File: config.mk
export PLATFORM = sky130hd
export DESIGN_NAME = mdio_slave
export DESIGN_NICKNAME = d
export VERILOG_FILES = /design/src/rtl/mdio_pkg.sv /design/src/rtl/mdio_sync_detect.sv /design/src/rtl/mdio_frame_parser.sv /design/src/rtl/mdio_tx_shift.sv /design/src/rtl/mdio_slave.sv
export SDC_FILE = /design/constraint.sdc
export NUM_CORES = 1
export LEC_CHECK = 0
export BUFFER_PORTS_ARGS = -buffer_cell sky130_fd_sc_hd__buf_2
export CAP_MARGIN = 20
export CELL_PAD_IN_SITES_DETAIL_PLACEMENT = 0
export CELL_PAD_IN_SITES_GLOBAL_PLACEMENT = 1
export CORE_UTILIZATION = 42
export DETAILED_ROUTE_END_ITERATION = 8
export PLACE_DENSITY = 0.83
export SKIP_LAST_GASP = 1
export SLEW_MARGIN = 30
export SYNTH_ARGS = -nofsm -noshare
export SYNTH_HDL_FRONTEND = slang
export SYNTH_SLANG_ARGS = --single-unit
File: constraint.sdc
create_clock -name mdc -period 2.1 [get_ports mdc]
set_input_delay 0.42 -clock mdc [delete_from_list [all_inputs] [get_ports mdc]]
set_output_delay 0.42 -clock mdc [all_outputs]
set_load 0.05 [all_outputs]
File: src/rtl/mdio_pkg.sv
`timescale 1ns/1ps
package mdio_pkg;
  typedef enum logic [2:0] {
    S_HUNT, S_IDLE, S_START, S_OP, S_PHY, S_REG, S_TA, S_DATA
  } mgmt_state_e;

  localparam logic [1:0] OPC_READ  = 2'b10;
  localparam logic [1:0] OPC_WRITE = 2'b01;

  // only the two defined opcodes are legal
  function automatic logic opc_known(input logic [1:0] opc);
    return (opc == OPC_READ) || (opc == OPC_WRITE);
  endfunction

  // write turnaround: first bit must be 1, second must be 0
  function automatic logic ta_bit_ok(input logic second, input logic b);
    return second ? !b : b;
  endfunction

  function automatic logic addr_hit(input logic [4:0] got, input logic [4:0] mine);
    return got == mine;
  endfunction
endpackage

File: src/rtl/mdio_sync_detect.sv
`timescale 1ns/1ps
module mdio_sync_detect #(
  parameter int PRE_LEN = 32
) (
  input  logic clk,
  input  logic rst_n,
  input  logic hunting,
  input  logic bit_in,
  output logic pre_seen
);
  localparam int CW = $clog2(PRE_LEN + 1);
  localparam logic [CW-1:0] FULL = CW'(PRE_LEN);

  logic [CW-1:0] run_q;

  // counts consecutive ones while out of step; saturates at the target
  always_ff @(posedge clk or negedge rst_n) begin
    if (!rst_n) run_q <= '0;
    else if (!hunting || !bit_in) run_q <= '0;
    else if (run_q != FULL) run_q <= run_q + 1'b1;
  end

  assign pre_seen = (run_q == FULL);
endmodule

File: src/rtl/mdio_frame_parser.sv
`timescale 1ns/1ps
module mdio_frame_parser
  import mdio_pkg::*;
#(
  parameter int AW = 5,
  parameter int DW = 16
) (
  input  logic          clk,
  input  logic          rst_n,
  input  logic          bit_in,
  input  logic          pre_seen,
  input  logic [AW-1:0] my_addr,
  output mgmt_state_e   state_q,
  output logic [1:0]    op_q,
  output logic          match_q,
  output logic [AW-1:0] reg_addr_q,
  output logic          ev_err,
  output logic          ev_rd_fetch,
  output logic          ev_tx_load,
  output logic          ev_wr_commit,
  output logic          ev_frame_end,
  output logic [DW-1:0] wr_word
);
  localparam int MAXF = (DW > AW) ? DW : AW;
  localparam int CW = $clog2(MAXF);
  localparam logic [CW-1:0] ALAST = CW'(AW - 1);
  localparam logic [CW-1:0] DLAST = CW'(DW - 1);
  localparam logic [CW-1:0] ONE   = CW'(1);

  logic [CW-1:0] cnt_q, cnt_d;
  mgmt_state_e   state_d;
  logic [AW-2:0] phy_sh, reg_sh;
  logic [DW-2:0] dat_sh;
  logic [AW-1:0] phy_full, reg_full;
  logic [1:0]    op_full;
  logic          addr_done, data_done, is_rd, is_wr;
  logic          start_bad, op_bad, ta_bad;

  assign phy_full  = {phy_sh, bit_in};
  assign reg_full  = {reg_sh, bit_in};
  assign wr_word   = {dat_sh, bit_in};
  assign op_full   = {op_q[0], bit_in};
  assign addr_done = (cnt_q == ALAST);
  assign data_done = (cnt_q == DLAST);
  assign is_rd     = (op_q == OPC_READ);
  assign is_wr     = (op_q == OPC_WRITE);

  // protocol faults
  assign start_bad = (state_q == S_START) && !bit_in;
  assign op_bad    = (state_q == S_OP) && (cnt_q == ONE) && !opc_known(op_full);
  assign ta_bad    = (state_q == S_TA) && is_wr && !ta_bit_ok(cnt_q[0], bit_in);
  assign ev_err    = start_bad || op_bad || ta_bad;

  // frame events
  assign ev_rd_fetch  = (state_q == S_REG) && addr_done && is_rd && match_q;
  assign ev_tx_load   = (state_q == S_TA) && (cnt_q == '0) && is_rd && match_q;
  assign ev_frame_end = (state_q == S_DATA) && data_done;
  assign ev_wr_commit = ev_frame_end && is_wr && match_q;

  always_comb begin
    state_d = state_q;
    cnt_d   = cnt_q + 1'b1;
    case (state_q)
      S_HUNT: begin
        cnt_d = '0;
        if (pre_seen && !bit_in) state_d = S_START;
      end
      S_IDLE: begin
        cnt_d = '0;
        if (!bit_in) state_d = S_START;
      end
      S_START: begin
        cnt_d   = '0;
        state_d = bit_in ? S_OP : S_HUNT;
      end
      S_OP: begin
        if (cnt_q == ONE) begin
          cnt_d   = '0;
          state_d = op_bad ? S_HUNT : S_PHY;
        end
      end
      S_PHY: begin
        if (addr_done) begin
          cnt_d   = '0;
          state_d = S_REG;
        end
      end
      S_REG: begin
        if (addr_done) begin
          cnt_d   = '0;
          state_d = S_TA;
        end
      end
      S_TA: begin
        if (ta_bad) begin
          cnt_d   = '0;
          state_d = S_HUNT;
        end else if (cnt_q == ONE) begin
          cnt_d   = '0;
          state_d = S_DATA;
        end
      end
      S_DATA: begin
        if (data_done) begin
          cnt_d   = '0;
          state_d = S_IDLE;
        end
      end
      default: begin
        cnt_d   = '0;
        state_d = S_HUNT;
      end
    endcase
  end

  always_ff @(posedge clk or negedge rst_n) begin
    if (!rst_n) begin
      state_q <= S_HUNT;
      cnt_q   <= '0;
    end else begin
      state_q <= state_d;
      cnt_q   <= cnt_d;
    end
  end

  // field capture
  always_ff @(posedge clk or negedge rst_n) begin
    if (!rst_n) begin
      op_q       <= '0;
      match_q    <= 1'b0;
      phy_sh     <= '0;
      reg_sh     <= '0;
      dat_sh     <= '0;
      reg_addr_q <= '0;
    end else begin
      if (state_q == S_START) match_q <= 1'b0;
      if (state_q == S_OP) op_q <= op_full;
      if (state_q == S_PHY) begin
        phy_sh <= phy_full[AW-2:0];
        if (addr_done) match_q <= (phy_full == my_addr);
      end
      if (state_q == S_REG) begin
        reg_sh <= reg_full[AW-2:0];
        if (addr_done) reg_addr_q <= reg_full;
      end
      if (state_q == S_DATA) dat_sh <= wr_word[DW-2:0];
    end
  end
endmodule

File: src/rtl/mdio_tx_shift.sv
`timescale 1ns/1ps
module mdio_tx_shift #(
  parameter int DW = 16
) (
  input  logic          clk,
  input  logic          rst_n,
  input  logic          load,
  input  logic          stop,
  input  logic          abort,
  input  logic [DW-1:0] din,
  output logic          mdo,
  output logic          mdoe
);
  logic [DW-1:0] sh_q;

  // load: drive the turnaround zero; afterwards one bit per clock, MSB first
  always_ff @(posedge clk or negedge rst_n) begin
    if (!rst_n) begin
      sh_q <= '0;
      mdo  <= 1'b0;
      mdoe <= 1'b0;
    end else if (abort) begin
      mdo  <= 1'b0;
      mdoe <= 1'b0;
    end else if (load) begin
      sh_q <= din;
      mdo  <= 1'b0;
      mdoe <= 1'b1;
    end else if (mdoe && stop) begin
      mdo  <= 1'b0;
      mdoe <= 1'b0;
    end else if (mdoe) begin
      mdo  <= sh_q[DW-1];
      sh_q <= {sh_q[DW-2:0], 1'b0};
    end
  end
endmodule

File: src/rtl/mdio_slave.sv
`timescale 1ns/1ps
module mdio_slave
  import mdio_pkg::*;
#(
  parameter int PHY_AW  = 5,
  parameter int REG_DW  = 16,
  parameter int PRE_LEN = 32
) (
  input  logic              mdc,
  input  logic              rst_n,
  input  logic [PHY_AW-1:0] phy_strap,
  input  logic              mdio_i,
  output logic              mdio_o,
  output logic              mdio_oe,
  output logic              reg_rd_en,
  output logic [PHY_AW-1:0] reg_addr,
  input  logic [REG_DW-1:0] reg_rd_data,
  output logic              reg_wr_en,
  output logic [REG_DW-1:0] reg_wr_data
);
  mgmt_state_e       fsm_state;
  logic [1:0]        frame_op;
  logic              frame_hit;
  logic              pre_seen;
  logic              ev_err, ev_rd_fetch, ev_tx_load, ev_wr_commit, ev_frame_end;
  logic [REG_DW-1:0] wr_word;
  logic [PHY_AW-1:0] reg_addr_q;

  mdio_sync_detect #(.PRE_LEN(PRE_LEN)) u_sync (
    .clk      (mdc),
    .rst_n    (rst_n),
    .hunting  (fsm_state == S_HUNT),
    .bit_in   (mdio_i),
    .pre_seen (pre_seen)
  );

  mdio_frame_parser #(.AW(PHY_AW), .DW(REG_DW)) u_parse (
    .clk          (mdc),
    .rst_n        (rst_n),
    .bit_in       (mdio_i),
    .pre_seen     (pre_seen),
    .my_addr      (phy_strap),
    .state_q      (fsm_state),
    .op_q         (frame_op),
    .match_q      (frame_hit),
    .reg_addr_q   (reg_addr_q),
    .ev_err       (ev_err),
    .ev_rd_fetch  (ev_rd_fetch),
    .ev_tx_load   (ev_tx_load),
    .ev_wr_commit (ev_wr_commit),
    .ev_frame_end (ev_frame_end),
    .wr_word      (wr_word)
  );

  mdio_tx_shift #(.DW(REG_DW)) u_tx (
    .clk   (mdc),
    .rst_n (rst_n),
    .load  (ev_tx_load),
    .stop  (ev_frame_end),
    .abort (ev_err),
    .din   (reg_rd_data),
    .mdo   (mdio_o),
    .mdoe  (mdio_oe)
  );

  // registered strobes toward the register file
  always_ff @(posedge mdc or negedge rst_n) begin
    if (!rst_n) begin
      reg_rd_en   <= 1'b0;
      reg_wr_en   <= 1'b0;
      reg_wr_data <= '0;
    end else begin
      reg_rd_en <= ev_rd_fetch;
      reg_wr_en <= ev_wr_commit;
      if (ev_wr_commit) reg_wr_data <= wr_word;
    end
  end

  assign reg_addr = reg_addr_q;
endmodule

==> results of run 1 <==
flip-flops by register name, indices dropped and copies added (netlist names), 2 cells and up:
name and flops:
u_parse.dat_sh 15, reg_wr_data 16, u_parse.reg_sh 4, u_parse.cnt_q 4
u_tx.sh_q 16, u_parse.phy_sh 4, u_parse.op_q 2, u_parse.state_q 3
u_parse.reg_addr_q 5, u_sync.run_q 6
stage by stage:
stage               util [%]  instance area [µm²]  setup WS, ns  setup TNS, ns  hold slack (ns)
floorplan                  -                 3780        0.0309              0            0.124
global placement        48.5                 4230        0.0126              0            0.352
detailed placement      48.5                 4230       -0.0472         -0.290            0.356
CTS                     51.2                 4470        0.0192              0            0.272
global route            52.6                 4580       -0.0636         -0.804            0.256
finish                  52.6                 4580       0.00905              0            0.277
final timing paths:
path | startpoint | cells after the start | to | slack (ns)
worst max-delay path | u_parse.cnt_q[0]$_DFF_PN0_ | 8 | u_tx.sh_q[1]$_DFFE_PN0P_ | 0.009
worst min-delay path | reg_rd_data[0] | 2 | u_tx.sh_q[0]$_DFFE_PN0P_ | 0.28
worst max register to register | u_parse.cnt_q[0]$_DFF_PN0_ | 8 | u_tx.sh_q[1]$_DFFE_PN0P_ | 0.009
worst min register to register | u_parse.dat_sh[14]$_DFFE_PN0P_ | 1 | u_parse.dat_sh[14]$_DFFE_PN0P_ | 0.51
max in group asynchronous | rst_n | 3 | u_parse.dat_sh[9]$_DFFE_PN0P_ | 1.00
min in group asynchronous | rst_n | 2 | u_parse.reg_sh[0]$_DFFE_PN0N_ | 0.51
cells by family (layout without fill, tap and decap cells):
family	count (synthesis)	in the layout	synth area share (%)
buffers and inverters	21	104	3.70
AOI/OAI and AO/OA	33	33	6.15
muxes	78	78	24.0
DFF	80	80	52.9
and+or+nand+nor	57	57	8.60
adders and majority gates	5	5	1.65
xor gates and xnor gates	13	13	3.01
area by class of cell:
class	instances	area (µm²)
clock inverter	6	52.6
sequential	80	2000
tap	108	135
timing repair buffer	79	562
multi-input combinational	186	1660
clock buffer	10	138
fill	736	4140
inverter	9	33.8
layer usage:
metal / vias to the layer above / GRT usage [%]
li1: 1168 / -
met1: 1201 / 19.0
met2: 41 / 25.9
met3: 12 / 3.68
met4: 0 / 7.92
met5: - / 0
power by group through the flow:
stage          Clock (mW)  Sequential [mW]  Combinational (mW)
4_1_cts              1.10             2.05                1.25
5_1_grt              1.17             2.10                1.45
3_3_place_gp            0             2.06                1.21
6_report             1.07             2.05                1.31
3_5_place_dp            0             2.08                1.24
2_1_floorplan           0             2.04               0.920
repair_timing:
action,in CTS,in global routing
gates resized for setup,0,9
pin swaps,1,4
hold buffers,1,0
cloned,0,2
setup endpoints to repair,8,35
setup buffers,3,5
endpoints found under the hold margin,26,0
synth_stat cells, types with 2 or more instances:
| library cell | number | area [µm²] |
|---|---|---|
| a31oi_1 | 2 | 12.5 |
| nor2b_1 | 3 | 18.8 |
| buf_2 | 2 | 10.0 |
| a2bb2oi_1 | 2 | 17.5 |
| inv_1 | 9 | 33.8 |
| and2b_1 | 2 | 15.0 |
| nor4_4 | 2 | 42.5 |
| nor2_1 | 17 | 63.8 |
| a21oi_1 | 10 | 50.1 |
| ha_1 | 5 | 62.6 |
| clkbuf_8 | 2 | 27.5 |
| clkbuf_1 | 3 | 11.3 |
| a21o_1 | 2 | 15.0 |
| nand2_1 | 12 | 45.0 |
| xor2_1 | 6 | 52.6 |
| xnor2_1 | 7 | 61.3 |
| dfrtp_1 | 80 | 2000 |
| nor3_1 | 5 | 25.0 |
| mux2_2 | 69 | 777 |
| mux2_4 | 8 | 120 |
| o21ai_0 | 5 | 25.0 |
| nand3_1 | 5 | 25.0 |
==> metrics.md, run 1 <==
| Metric | Value |
|---|---|
| Met2 routed WL | `3450 µm` |
| Hold Crit Class | `input port to flop` |
| Via Count | `2,422` |
| # DRC | `0` |
| Clk buf depth | `2` |
| Sequential share of power | `46.3%` |
| Number of enable flip-flop cells after synthesis | `0` |
| Yosys reg bits | `80` |
| Top Family by Delay on Critical Path | `multiplexers` |
| PortBufs | `48` |
| Slew margin rel. | `76.1%` |
| Wl on met1 | `3200 µm` |
| Initial antenna violation count | `0` |
| Clock root buffer | `clkbuf_8` |
| Critical Path Fanout Max | `8` |
| Most frequent cells in the layout | `80 x dfrtp_1, 69 x mux2_2, 47 x buf_2, 23 x buf_4, 17 x nor2_1` |
| Global route total overflow | `0` |
| Status | `completed` |
| CORE AREA | `8720 µm²` |
| Dpl hpwl | `4840 µm` |
| Synth Flop Type | `dfrtp_1` |
| Sw Ratio | `32.6%` |
| Post-route minimum period | `2.09 ns` |
| I/O Pins | `49` |
| Clock Skew | `0.00845 ns` |
| Max cap viols | `0` |
| Total power | `4.43 mW` |
| Clock sinks | `80` |
| Worst path most repeated cell | `mux2_2` |
| Largest net degree at the start of global routing | `55` |
| Nets | `394` |
| Worst Tran Pin Value | `0.355 ns` |
| CTS Buf Count | `9` |
| Die area | `9390 µm²` |
| Initial DRC count | `89` |
| Commonest non-fill, non-tap cell in the layout | `dfrtp_1` |
| Clock Pin Slew Worst Setup and Hold Paths | `0.09 ns` |
| WS Path Type | `flop to flop` |
| Slew Limit Fails | `0` |
| Startpoint Class | `flop` |
| Share of total power in combinational logic | `29.5%` |
| # diodes | `0` |
| Slowest-stage cell, CP | `dfrtp_1` |
| PwrDens | `966 nW/µm²` |
| Netlist cell types | `51` |
| Register area share after synthesis | `52.9%` |
| Metal3 WL | `247 µm` |
| Setup crit end kind | `flop` |
| Starting Density | `43.4%` |
| Final GP Congestion | `0.832` |
| Skew-Pair Late Insertion Delay | `0.36 ns` |
| Drt wl/cell | `14.7 µm` |
| Clock share of power | `24.3%` |
| Internal cell power | `2.98 mW` |
| Final ANT Viol Nets | `0` |
| Worst Path Buf+Inv | `2` |
| Cells after Synth | `287` |
| Largest stage delay, worst path | `0.41 ns` |
| Syn nets | `316` |
| First-pass GRT wire length | `11,700 µm` |
| Cell total after placement | `451` |
| Max layer used | `met4` |
| Fmax | `0.478 GHz` |
| Leak | `2.22 nW` |
| RSZ-0062 raised after global routing | `yes` |
| Vias in the first global route | `2,556` |
| Setup-failing EPs final | `0` |
| CTS tree | `built` |
| Synth Cell Area | `3780 µm²` |
| Crit-path cells | `inv_1 -> ha_2 -> nand2b_4 -> nor4_4 -> and2_4 -> clkbuf_16 -> mux2_2 -> mux2_2` |
| Period utilisation layout | `99.6%` |
| WL final | `7030 µm` |
| YS warnings | `0` |
| Rows | `34` |
| Switching power total | `1.45 mW` |
| Layout Area Growth over Synthesis | `21.2%` |
| Final hold violations | `0` |
| GRT Total Usage | `15.6%` |
| FFs w/ async S/R, synth | `100%` |
| H-tree Lvls | `3` |
| Critical Path RT | `2.35 ns` |
| First-pass iteration count of the detailed router | `4` |
| Post-Layout Cell Count | `478` |
| Via density | `5.07` |
| Die Y | `96.9 µm` |
| Critical Path AT | `2.34 ns` |
| Share of layout cells above drive strength 1 | `50.0%` |
| Max rail drop VDD | `606 µV` |
| Die outline width | `96.9 µm` |
| Syn_area_per_cell | `13.2 µm²` |
Power figures use the tool's default switching activity.
==> run 2: changes to the inputs <==
--- a/config.mk
+++ b/config.mk
@@ -9,9 +9,9 @@
 export CAP_MARGIN = 20
 export CELL_PAD_IN_SITES_DETAIL_PLACEMENT = 0
 export CELL_PAD_IN_SITES_GLOBAL_PLACEMENT = 1
-export CORE_UTILIZATION = 42
+export CORE_UTILIZATION = 47
 export DETAILED_ROUTE_END_ITERATION = 8
-export PLACE_DENSITY = 0.83
+export PLACE_DENSITY = 0.87
 export SKIP_LAST_GASP = 1
 export SLEW_MARGIN = 30
 export SYNTH_ARGS = -nofsm -noshare
==> constraint.sdc (replaced) <==
create_clock -name mdc -period 2 [get_ports mdc]
set_input_delay 0.4 -clock mdc [delete_from_list [all_inputs] [get_ports mdc]]
set_output_delay 0.4 -clock mdc [all_outputs]
set_load 0.05 [all_outputs]
==> run 2 against run 1 <==
Effect of this change:
- the flow now finishes with violations (setup timing)
- die area fell by 10%
- sequential power increased by 5%
- flip-flop and latch count is the same
- core utilization grew 6.3 points
- via count increased by 0.41%
- clock-buffer cell count fell by 1
- critical path type unchanged
==> metrics.md, run 2 (synthesized netlist as in run 1, its figures left out) <==
| Metric | Value |
|---|---|
| Vias in the first global route | `2,491` |
| Die area | `8410 µm²` |
| Fin util | `58.9%` |
| Dpl ws | `-0.0676 ns` |
| Largest stage delay, worst path | `0.45 ns` |
| CORE AREA | `7770 µm²` |
| Via density | `5.17` |
| Die outline width | `91.7 µm` |
| WL final | `6890 µm` |
| R2r setup slk | `-0.03 ns` |
| Slowest-stage cell, CP | `dfrtp_2` |
| Via Count | `2,432` |
| Rows | `32` |
| RR Startpoint | `u_parse.cnt_q[0]$_DFF_PN0_` |
| Critical Path RT | `2.23 ns` |
| CTS Buf Count | `9` |
| Area of the multi-input gates | `1710 µm²` |
| Post-route minimum period | `2.03 ns` |
| Total power | `4.58 mW` |
| Max cap viols | `0` |
| Commonest non-fill, non-tap cell in the layout | `dfrtp_1` |
| Grt met3 use | `3.48%` |
| Setup crit end kind | `flop` |
| Skew-Pair Late Insertion Delay | `0.35 ns` |
| Critical Path Fanout Max | `9` |
| Reg2reg path depth | `8` |
| First-pass GRT wire length | `11,800 µm` |
| Global route total overflow | `0` |
| Initial DRC count | `90` |
| Dpl hpwl | `4920 µm` |
| M2 GR Usage | `29.9%` |
| Final GP Congestion | `0.797` |
| Worst path most repeated cell | `mux2_2` |
| RSZ-0062 raised after global routing | `yes` |
| Status | `finished, violations left` |
| Final ANT Viol Nets | `0` |
| WHS Path Cells | `2` |
| Leak | `2.22 nW` |
| Placed Area | `4320 µm²` |
| Max rail drop VDD | `540 µV` |
| Clock Skew | `0.0139 ns` |
| Critical Path AT | `2.26 ns` |
| H-tree Lvls | `3` |
| Slew Limit Fails | `0` |
| Clock sinks | `80` |
| # DRC | `0` |
| Clock root buffer | `clkbuf_8` |
| Met1 Usage GRT | `23.4%` |
| # diodes | `0` |
| Initial antenna violation count | `0` |
| Hold slack | `0.279 ns` |
| Violated checks | `setup timing` |
| I/O Pins | `49` |
| CTS tree | `built` |
| Most frequent cells in the layout | `79 x dfrtp_1, 59 x mux2_2, 47 x buf_2, 23 x buf_4, 18 x mux2_4` |
| Hold Startpoint | `reg_rd_data[0]` |
| Worst Setup SP | `u_parse.cnt_q[0]$_DFF_PN0_` |
| Layout Area Growth over Synthesis | `20.9%` |
| Final TNS setup | `-0.128 ns` |
| Worst Hold Path EP | `u_tx.sh_q[0]$_DFFE_PN0P_` |
| Drt wl/cell | `14.7 µm` |
| Post-Layout Inst Area | `4570 µm²` |
| Top Family by Delay on Critical Path | `multiplexers` |
| # fillers | `632` |
| Die Y | `91.7 µm` |
| Fmax | `0.493 GHz` |
| Worst Tran Pin Value | `0.396 ns` |
| PwrDens | `1000 nW/µm²` |
| WS Path Type | `flop to flop` |
| First-pass iteration count of the detailed router | `4` |
| Post-Layout Cell Count | `470` |
| Period utilisation layout | `101%` |
| Share of layout cells above drive strength 1 | `50.3%` |
| Final WS setup | `-0.0283 ns` |
| Startpoint Class | `flop` |
| Crit-path cells | `inv_1 -> ha_2 -> nand2b_4 -> nor4_4 -> and2_4 -> buf_8 -> mux2_2 -> mux2_2` |
| Sequential Area | `2000 µm²` |
| Largest registers | `reg_wr_data x16, u_tx.sh_q x16, u_parse.dat_sh x15` |
| Worst R2R End | `u_tx.sh_q[1]$_DFFE_PN0P_` |
| GRT Total Usage | `18.0%` |
| PortBufs | `48` |
| Setup-failing EPs final | `11` |
| Starting Density | `48.7%` |
| Worst Path Buf+Inv | `2` |
| Cell total after placement | `450` |
| Clk buf depth | `2` |
| Hold Crit Class | `input port to flop` |
| Nets | `392` |
| Final hold violations | `0` |
| Top Usage Layer GRT | `met2` |
| Clock Pin Slew Worst Setup and Hold Paths | `0.08 ns` |
| Largest net degree at the start of global routing | `39` |
| Slew margin rel. | `73.4%` |
-- run 2: cell types whose count changed in the layout (fill, tap and decap cells not counted), moves of 2 or more --
cell | before | now
clkbuf_16 | 2 | 0
buf_6 | 3 | 1
mux2_4 | 8 | 18
mux2_2 | 69 | 59
inv_6 | 1 | 3
clkinv_2 | 0 | 2
-- run 2: metal layers --
metal | share of wire, % | vias up
li1 | - | 1165
met1 | 45 | 1208
met2 | 50 | 51
met3 | 3.2 | 8
met4 | 1.4 | 0
met5 | 0 | -
-- run 2: how the worst max path moves through the flow --
stage                           endpoint  depth (start not counted)  slack, ns
6_report        u_tx.sh_q[1]$_DFFE_PN0P_                          8      -0.03
5_1_grt         u_tx.sh_q[1]$_DFFE_PN0P_                          8      -0.10
4_1_cts         u_tx.sh_q[1]$_DFFE_PN0P_                          6      -0.01
3_5_place_dp    u_tx.sh_q[1]$_DFFE_PN0P_                          8      -0.07
3_3_place_gp    u_tx.sh_q[3]$_DFFE_PN0P_                          8      -0.02
2_1_floorplan  u_tx.sh_q[10]$_DFFE_PN0P_                          7      -0.05
-- run 2: what timing repair did --
item | 4_1_cts | 5_1_grt
setup endpoints to repair | 16 | 32
buffers inserted | 1 | 2
hold buffers | 1 | 0
gates resized for setup | 6 | 8
endpoints found under the hold margin | 24 | 0
pin swaps | 3 | 0
-- run 2: area by class of cell --
| cell class | count | area share, % |
|---|---|---|
| Clock buffer | 9 | 2.71 |
| Multi-Input combinational cell | 186 | 37.3 |
| Inverter | 9 | 0.739 |
| Timing Repair Buffer | 77 | 11.5 |
| Sequential cell | 80 | 43.8 |
| Tap cell | 102 | 2.79 |
| Clock inverter | 7 | 1.15 |
-- run 2: where the power goes --
part / internal, mW / switching, mW / leakage (nW)
Clock: 0.461 / 0.608 / 0.0904
Sequential: 1.94 / 0.226 / 1.04
Combinational: 0.677 / 0.675 / 1.08
